[src/rtl/nfseq_pkg.sv]
package nfseq_pkg;

    typedef enum logic [1:0] {
        K_CMD   = 2'd0,
        K_ADDR  = 2'd1,
        K_WRITE = 2'd2,
        K_READ  = 2'd3
    } op_kind_t;

    typedef enum logic [1:0] {
        S_IDLE,
        S_SETUP,
        S_STROBE,
        S_HOLD
    } seq_state_t;

endpackage

[src/rtl/nfseq_tick_cnt.sv]
module nfseq_tick_cnt #(
    parameter int CW = 6
) (
    input  logic          clk,
    input  logic          rst_n,
    input  logic          clr,
    output logic [CW-1:0] cnt
);
    localparam logic [CW-1:0] TOP = '1;

    always_ff @(posedge clk or negedge rst_n) begin
        if (!rst_n) begin
            cnt <= '0;
        end else if (clr) begin
            cnt <= '0;
        end else if (cnt != TOP) begin
            cnt <= cnt + 1'b1;
        end
    end
endmodule

[src/rtl/nfseq_gap_track.sv]
module nfseq_gap_track #(
    parameter int TURN_T = 10
) (
    input  logic clk,
    input  logic rst_n,
    input  logic mark,
    output logic gap_ok
);
    localparam int GW = $clog2(TURN_T + 1);
    localparam logic [GW-1:0] SAT = GW'(TURN_T);
    localparam logic [GW-1:0] LIM = GW'(TURN_T - 1);

    logic [GW-1:0] since_q;

    always_ff @(posedge clk or negedge rst_n) begin
        if (!rst_n) begin
            since_q <= SAT;
        end else if (mark) begin
            since_q <= '0;
        end else if (since_q != SAT) begin
            since_q <= since_q + 1'b1;
        end
    end

    assign gap_ok = (since_q >= LIM);
endmodule

[src/rtl/nand_strobe_seq.sv]
module nand_strobe_seq
    import nfseq_pkg::*;
#(
    parameter int DW         = 8,
    parameter int SW         = 4,
    parameter int WR_SETUP_T = 5,
    parameter int RD_SETUP_T = 2,
    parameter int HOLD_T     = 6,
    parameter int TURN_T     = 10
) (
    input  logic          clk,
    input  logic          rst_n,
    input  logic          req_valid,
    output logic          req_ready,
    input  logic [1:0]    req_kind,
    input  logic [DW-1:0] req_wdata,
    input  logic [SW-1:0] wr_stretch,
    input  logic [SW-1:0] rd_stretch,
    output logic          rsp_done,
    output logic [DW-1:0] rsp_rdata,
    output logic          nf_ce_n,
    output logic          nf_cle,
    output logic          nf_ale,
    output logic          nf_we_n,
    output logic          nf_re_n,
    output logic [DW-1:0] nf_dq_out,
    output logic          nf_dq_oe,
    input  logic [DW-1:0] nf_dq_in
);
    localparam int MAXLEN = 2 ** (SW + 1);
    localparam int CW     = $clog2(MAXLEN + TURN_T + WR_SETUP_T + HOLD_T + 1);
    localparam logic [CW-1:0] WR_LIM   = CW'(WR_SETUP_T - 1);
    localparam logic [CW-1:0] RD_LIM   = CW'(RD_SETUP_T - 1);
    localparam logic [CW-1:0] HOLD_LIM = CW'(HOLD_T - 1);

    seq_state_t    state_q, state_n;
    op_kind_t      kind_q, kind_n;
    logic [DW-1:0] wdata_q, wdata_n;
    logic [CW-1:0] len_q;
    logic [CW-1:0] cnt;
    logic [CW-1:0] setup_lim;
    logic [SW-1:0] sel_dly;
    logic          cnt_clr;
    logic          gap_ok;
    logic          wr_rise;
    logic          accept;

    nfseq_tick_cnt #(.CW(CW)) u_cnt (
        .clk   (clk),
        .rst_n (rst_n),
        .clr   (cnt_clr),
        .cnt   (cnt)
    );

    nfseq_gap_track #(.TURN_T(TURN_T)) u_gap (
        .clk    (clk),
        .rst_n  (rst_n),
        .mark   (wr_rise),
        .gap_ok (gap_ok)
    );

    assign req_ready = (state_q == S_IDLE);
    assign accept    = req_ready && req_valid;
    assign setup_lim = (kind_q == K_READ) ? RD_LIM : WR_LIM;
    assign kind_n    = accept ? op_kind_t'(req_kind) : kind_q;
    assign wdata_n   = accept ? req_wdata : wdata_q;
    assign sel_dly   = (op_kind_t'(req_kind) == K_READ) ? rd_stretch : wr_stretch;

    // next-state logic
    always_comb begin
        state_n = state_q;
        unique case (state_q)
            S_IDLE:   if (req_valid) state_n = S_SETUP;
            S_SETUP:  if (cnt >= setup_lim && (kind_q != K_READ || gap_ok)) state_n = S_STROBE;
            S_STROBE: if (cnt == len_q - CW'(1)) state_n = S_HOLD;
            S_HOLD:   if (cnt == HOLD_LIM) state_n = S_IDLE;
        endcase
    end

    assign cnt_clr = (state_n != state_q);
    assign wr_rise = (state_q == S_STROBE) && (state_n == S_HOLD) && (kind_q != K_READ);

    // state register and per-cycle captures
    always_ff @(posedge clk or negedge rst_n) begin
        if (!rst_n) begin
            state_q <= S_IDLE;
            kind_q  <= K_CMD;
            wdata_q <= '0;
            len_q   <= CW'(2);
        end else begin
            state_q <= state_n;
            kind_q  <= kind_n;
            wdata_q <= wdata_n;
            if (accept) begin
                len_q <= CW'({sel_dly, 1'b0}) + CW'(2);
            end
        end
    end

    // registered pin and response outputs
    always_ff @(posedge clk or negedge rst_n) begin
        if (!rst_n) begin
            nf_ce_n   <= 1'b1;
            nf_cle    <= 1'b0;
            nf_ale    <= 1'b0;
            nf_we_n   <= 1'b1;
            nf_re_n   <= 1'b1;
            nf_dq_out <= '0;
            nf_dq_oe  <= 1'b0;
            rsp_done  <= 1'b0;
            rsp_rdata <= '0;
        end else begin
            nf_ce_n   <= (state_n == S_IDLE);
            nf_cle    <= (state_n != S_IDLE) && (kind_n == K_CMD);
            nf_ale    <= (state_n != S_IDLE) && (kind_n == K_ADDR);
            nf_we_n   <= !((state_n == S_STROBE) && (kind_n != K_READ));
            nf_re_n   <= !((state_n == S_STROBE) && (kind_n == K_READ));
            nf_dq_oe  <= (state_n != S_IDLE) && (kind_n != K_READ);
            nf_dq_out <= ((state_n != S_IDLE) && (kind_n != K_READ)) ? wdata_n : '0;
            rsp_done  <= (state_q == S_HOLD) && (state_n == S_IDLE);
            if ((state_q == S_STROBE) && (state_n == S_HOLD) && (kind_q == K_READ)) begin
                rsp_rdata <= nf_dq_in;
            end
        end
    end
endmodule

[config.mk]
export PLATFORM = sky130hd
export DESIGN_NAME = nand_strobe_seq
export DESIGN_NICKNAME = d
export VERILOG_FILES = /design/src/rtl/nfseq_pkg.sv /design/src/rtl/nfseq_tick_cnt.sv /design/src/rtl/nfseq_gap_track.sv /design/src/rtl/nand_strobe_seq.sv
export SDC_FILE = /design/constraint.sdc
export NUM_CORES = 1
export LEC_CHECK = 0
export ABC_AREA = 1
export BUFFER_PORTS_ARGS = -buffer_cell sky130_fd_sc_hd__buf_2
export CORE_ASPECT_RATIO = 0.9
export CORE_MARGIN = 5
export CORE_UTILIZATION = 30
export CTS_CLUSTER_DIAMETER = 100
export CTS_CLUSTER_SIZE = 28
export DETAILED_ROUTE_END_ITERATION = 8
export PLACE_DENSITY = 0.51
export SLEW_MARGIN = 20
export SYNTH_ARGS = -nofsm -noshare
export SYNTH_HDL_FRONTEND = slang
export SYNTH_HIERARCHICAL = 1
export SYNTH_SLANG_ARGS = --single-unit
[constraint.sdc]
create_clock -name clk -period 3.6 [get_ports clk]
set_input_delay 0.18 -clock clk [delete_from_list [all_inputs] [get_ports clk]]
set_output_delay 0.18 -clock clk [all_outputs]
set_load 0.01 [all_outputs]
**Word level (Yosys, flattened, before mapping)**

Index checks and enable logic that the tools add are counted.

- Register bits after elaboration: 51
- Output and inout bits: 24

- Add/subtract/negate cells: 4
- Order comparisons: 2
- Equality and inequality tests: 16
- Mux-type cells: 14
- Reductions and logical operators: 20

Operator list:

| cell | number |
|---|---|
| $mux 8 | 2 |
| $eq 2x2->1 const B | 7 |
| $mux 4 | 3 |
| $mux 6 | 2 |
| $logic_and 1x1->1 | 11 |
| $mux 2 | 5 |
| $pmux 2 s4 | 1 |
| $add 5x2->6 const B | 1 |
| $add 6x1->6 const B | 1 |
| $eq 6x3->1 const B | 1 |
| $eq 6x6->1 | 1 |
| $ge 6x3->1 | 1 |
| $logic_not 2->1 | 3 |
| $ne 6x6->1 const B | 1 |
| $reduce_bool 2->1 | 3 |
| $sub 6x1->6 const B | 1 |
| $add 4x1->4 const B | 1 |
| $eq 2x1->1 const B | 2 |
| $ge 4x4->1 const B | 1 |
| $ne 2x2->1 const B | 2 |
| $ne 4x4->1 const B | 1 |
| $mux 3 | 1 |
| $logic_not 1->1 | 2 |
| $ne 2x2->1 | 1 |
| $logic_or 1x1->1 | 1 |

**Depth between registers and ports, before layout**

- Word-level depth: 10
- Gate-level depth with buffers: 16

**Hierarchy**

Netlist, hierarchy kept.

Modules (own cells, without submodules):

| module | times used | cells each | area each (µm²) |
|---|---|---|---|
| nand_strobe_seq | 1 | 228 | 1888.1 |
| nfseq_tick_cnt | 1 | 44 | 352.8 |
| nfseq_gap_track | 1 | 31 | 266.5 |

**Worst setup path before layout**

Ideal clock, no wire load.

- Kind: reg-to-reg
- From: reg kind_q[1]
- To: reg u_cnt.cnt[3]
- Setup time: 119 ps
- Data arrival time: 1983 ps
- Path slack: 1498 ps
- Stages on the path, launching flop included: 17
- Clock period less this slack: 2102 ps
- Path through: dfrtp_1 > nand2_1 > inv_1 > clkbuf_1 > ha_1 > nor2_1 > nand2_1 > nand2_1 > nand2_1 > nand3_1 > nand2_1 > inv_1 > nand2_1 > nand4_1 > clkinv_1 > nand3_2 > nand2_1

- Longest elaborated chain between the ends: 8
- Elaborated cells on any way between the ends: 11

RTL lines:

| item | line | RTL |
|---|---|---|
| from (decl) | nand_strobe_seq.sv:37 | `op_kind_t kind_q, kind_n;` |
| from (signal assigned) | nand_strobe_seq.sv:92 | `kind_q <= kind_n;` |
| $eq 2x2->1 | nand_strobe_seq.sv:64 | `assign setup_lim = (kind_q == K_READ) ? RD_LIM : WR_LIM;` |
| $mux 3 | nand_strobe_seq.sv:64 |  |
| $ge 6x3->1 | nand_strobe_seq.sv:74 | `S_SETUP: if (cnt >= setup_lim && (kind_q != K_READ \|\| gap_ok)) state_n = S_STROBE;` |
| $logic_and 1x1->1 (*) | nand_strobe_seq.sv:74 |  |
| $mux 2 (*) | nand_strobe_seq.sv:74 |  |
| $pmux 2 s4 (*) | nand_strobe_seq.sv:72 | `unique case (state_q)` |
| named net state_n[1] | nand_strobe_seq.sv:36 | `seq_state_t state_q, state_n;` |
| $ne 2x2->1 (*) | nand_strobe_seq.sv:80 | `assign cnt_clr = (state_n != state_q);` |
| named net cnt_clr | nand_strobe_seq.sv:43 | `logic cnt_clr;` |
| $mux 6 or $reduce_bool 2->1 (tied branches) | - |  |
| to (signal assigned) | nfseq_tick_cnt.sv:17 | `cnt <= cnt + 1'b1;` |
| to (decl) | nfseq_tick_cnt.sv:7 | `output logic [CW-1:0] cnt` |

Mark *: on every way through the listed nets, which the timed path passes. The rest lies on a longest branch.
A chain may end at the register's enable or synchronous reset.

**Worst setup path in the final report**

- From: reg len_q[1]
- To: reg u_cnt.cnt[1]

- Longest elaborated chain between the ends: 6
- Elaborated cells on any way between the ends: 7

RTL lines:

| item | line | RTL |
|---|---|---|
| from (decl) | nand_strobe_seq.sv:39 | `logic [CW-1:0] len_q;` |
| from (signal assigned) | nand_strobe_seq.sv:95 | `len_q <= CW'({sel_dly, 1'b0}) + CW'(2);` |
| $sub 6x1->6 (*) | nand_strobe_seq.sv:75 | `S_STROBE: if (cnt == len_q - CW'(1)) state_n = S_HOLD;` |
| $eq 6x6->1 (*) | nand_strobe_seq.sv:75 |  |
| $mux 2 (*) | nand_strobe_seq.sv:75 |  |
| $pmux 2 s4 (*) | nand_strobe_seq.sv:72 |  |
| $ne 2x2->1 (*) | nand_strobe_seq.sv:80 |  |
| named net cnt_clr | nand_strobe_seq.sv:43 |  |
| $mux 6 or $reduce_bool 2->1 (tied branches) | - |  |

Marked as above.

==> results.json <==
{
  "die_y_um": 96.7,
  "drc": 0,
  "pwr-share-seq_pct": 59.1,
  "synth_edf_count": 0,
  "holdWs_ps": 108,
  "rsz0062_at_grt": "false",
  "switching_share_pct": 22.5,
  "root_buffer": "clkbuf_8",
  "finalWeightedCongestion": 0.825,
  "dr.first_iter.drc_count": 74,
  "die_w_um": 106,
  "cts_num_sinks": 50,
  "fin_skew_ps": 7.68,
  "finalSetupViolations": 0,
  "viasPerCell": 4.43,
  "status": "completed",
  "hold_path_class": "input pin to register",
  "required_ps": 3790,
  "cts_tree": "done",
  "ys_warn_count": 6,
  "critPathLaunch": "len_q[1]",
  "syn_nets": 340,
  "slew_headroom_pct": 53.3,
  "antenna_left": 0,
  "core_mm2": 0.00811,
  "wl_per_cell_um": 11.7,
  "hold_viol": 0,
  "intPower_mw": 0.737,
  "cts.htree.levels": 2,
  "cts_repair_resize_count": 0,
  "p_switching_mw": 0.214,
  "antenna_found_initial": 0,
  "grt_usage_pct": 11.1,
  "cts_buffer_depth": 2,
  "grt_max_degree": 28,
  "grt_pass1_vias": 2124,
  "gr-total-overflow": 0,
  "arrival_ps": 2870,
  "combPwrFrac_pct": 4.2,
  "drt_pass1_iterations": 6,
  "fin_crit_ps": 2680,
  "leakage_nw": 1.69,
  "num_antenna_cells": 0,
  "tns_ps": 0,
  "netlist_area_mm2": 0.00251,
  "drt-total-wl_um": 5390,
  "crit_path_max_fanout": 11,
  "ioPinCount": 53,
  "clkPwrFrac_pct": 36.7,
  "portBuffers": 52,
  "path_class": "register to register",
  "final_net_count": 397,
  "yosys_most_used_dff": "dfrtp_1",
  "rows": 31,
  "finalMaxSlewViolations": 0,
  "worstSetupEndpoint": "u_cnt/cnt[1]",
  "grt_pass1_wl_um": 9570,
  "r2r-end": "u_cnt/cnt[1]",
  "dieArea_mm2": 0.0103,
  "synth.distinct_cells": 29,
  "initial_core_util_pct": 30.9,
  "vdd_drop_max_uv": 166,
  "drv_cap": 0,
  "clock.fmax_mhz": 374,
  "r2r_cells": 14,
  "layout-drive-gt1-share_pct": 25.8,
  "synthCells": 303,
  "powerDensity_mw_per_mm2": 318,
  "tightest_slew_ps": 698,
  "r2r_slack_ps": 920,
  "ys_seq_area_share_pct": 50.2,
  "clock_latency_ps": 300,
  "avgSynthCellArea_um2": 8.28,
  "end_kind": "register",
  "vias": 2040,
  "cts_buffers": 5,
  "finalCritPeriodShare_pct": 74.4,
  "syn_to_final_growth_pct": 19.2,
  "startpoint_type": "register",
  "async_flop_share_pct": 100,
  "ys_ff_latch": 50,
  "clkSlewWorstSetupHoldPaths_ps": 90,
  "reg2reg_from": "len_q[1]",
  "dpl.hpwl_um": 4190
}
## worst max-delay path, cell delays in order, from the launching register on
cell	delay, ps
dfstp_2	570
inv_1	60
ha_1	300
inv_1	60
nand2_1	40
nand2_1	70
nand2_1	50
nor2_1	80
nand2_1	50
nor2_1	530
inv_1	140
nand4_1	140
clkinv_1	230
nand4_1	180
nand2_1	70
## power groups by stage
stage	clock network [mW]	logic (mW)	registers, mW
6_report	0.349	0.0403	0.562
5_1_grt	0.390	0.0471	0.562
4_1_cts	0.362	0.0425	0.562
3_5_place_dp	0	0.0416	0.572
3_3_place_gp	0	0.0416	0.572
2_1_floorplan	0	0.00961	0.572
## through the flow
step | cell area, um2 | total power, mW | std cells | utilization, % | worst slack (ps)
after floorplan | 2510 | 0.582 | 303 | - | 1500
after global placement | 2880 | 0.614 | 451 | 35.5 | 1010
after detailed placement | 2880 | 0.614 | 451 | 35.5 | 901
after CTS | 2990 | 0.966 | 460 | 36.9 | 880
after global routing | 2990 | 0.999 | 460 | 36.9 | 625
final | 2990 | 0.950 | 460 | 36.9 | 923
## cells in the final DEF, fill, tap and decap left out
cell / Yosys / final
buf_2: 0 / 52
inv_1: 41 / 41
o21bai_2: 1 / 1
o21ai_0: 14 / 14
dfrtp_1: 44 / 44
mux2i_1: 2 / 2
buf_4: 1 / 1
nand3_2: 5 / 5
nand3_1: 27 / 27
nand2_1: 84 / 84
or2_2: 9 / 9
nand4_1: 9 / 9
nand2_4: 3 / 3
ha_1: 8 / 8
inv_2: 2 / 2
clkinv_1: 1 / 1
clkbuf_8: 0 / 6
xnor2_1: 3 / 3
dlygate4sd3_1: 0 / 1
nor2_1: 29 / 29
nor2_2: 2 / 2
dfstp_2: 6 / 6
a31oi_1: 1 / 1
nand2_2: 1 / 1
or2_1: 2 / 2
inv_4: 1 / 1
clkinv_4: 0 / 2
nand3b_1: 1 / 1
xor2_1: 1 / 1
o21ai_2: 1 / 1
nor2_4: 1 / 1
## metal layers
metal  GRT usage, %  part of all wire, %
met1           15.6                   51
met2           17.4                   43
met3           3.06                  5.6
met4           1.79                 0.35
met5              0                    0
## synthesized netlist by cell type (2+ instances only)
cell type,n,area [um2]
clkbuf_1,2,7.51
dfrtp_1,44,1100
dfstp_2,6,158
ha_1,8,100
inv_1,41,154
inv_2,2,7.51
mux2i_1,2,20.0
nand2_1,84,315
nand2_4,3,33.8
nand3_1,27,135
nand3_2,5,50.1
nand4_1,9,56.3
nor2_1,29,109
nor2_2,2,12.5
o21ai_0,14,70.1
or2_1,2,12.5
or2_2,9,56.3
xnor2_1,3,26.3
## area by class of cell
cell class	count	area [um2]
fill	866	5120
sequential	50	1260
multi-input combinational	204	1060
timing repair buffer	54	278
inverter	45	171
tap	99	124
clock buffer	6	82.6
clock inverter	2	17.5
## kinds of logic (layout without fill, tap and decap cells)
| logic type | Yosys count | count (layout) | synth area share, % |
|---|---|---|---|
| multiplexers | 2 | 2 | 0.798 |
| buffers and inverters | 49 | 107 | 7.63 |
| adder cells (fa/ha/maj) | 8 | 8 | 3.99 |
| flip-flops | 50 | 50 | 50.2 |
| XOR/XNOR | 4 | 4 | 1.40 |
| AND/OR/NAND/NOR | 173 | 173 | 32.1 |
| AO/OA/AOI/OAI | 17 | 17 | 3.84 |
## registers in the layout (all words and copies together), names as in the netlist
name	flops
nf_dq_out	8
nf_ale	1
len_q	5
u_gap/since_q	4
u_cnt/cnt	6
nf_re_n	1
state_q	2
nf_we_n	1
wdata_q	8
rsp_rdata	8
rsp_done	1
nf_dq_oe	1
nf_ce_n	1
nf_cle	1
kind_q	2
## worst min-delay path by stage
| stage | slack, ps | end | startpoint | cells after the start |
|---|---|---|---|---|
| global placement | 220 | u_gap/since_q[2] | rst_n | 1 |
| floorplan | -120 | kind_q[0] | rst_n | 0 |
| detailed placement | 230 | u_gap/since_q[2] | rst_n | 1 |
| finish | 110 | rsp_rdata[5] | nf_dq_in[5] | 3 |
| CTS | 100 | rsp_rdata[5] | nf_dq_in[5] | 3 |
| global route | 110 | rsp_rdata[1] | nf_dq_in[1] | 3 |
## what timing repair did
action,4_1_cts,5_1_grt
hold buffers,1,0
hold endpoints to repair,18,0
endpoints found under the setup margin,0,0
buffers inserted,0,0
Note: power is estimated with default switching activity, not from simulation.
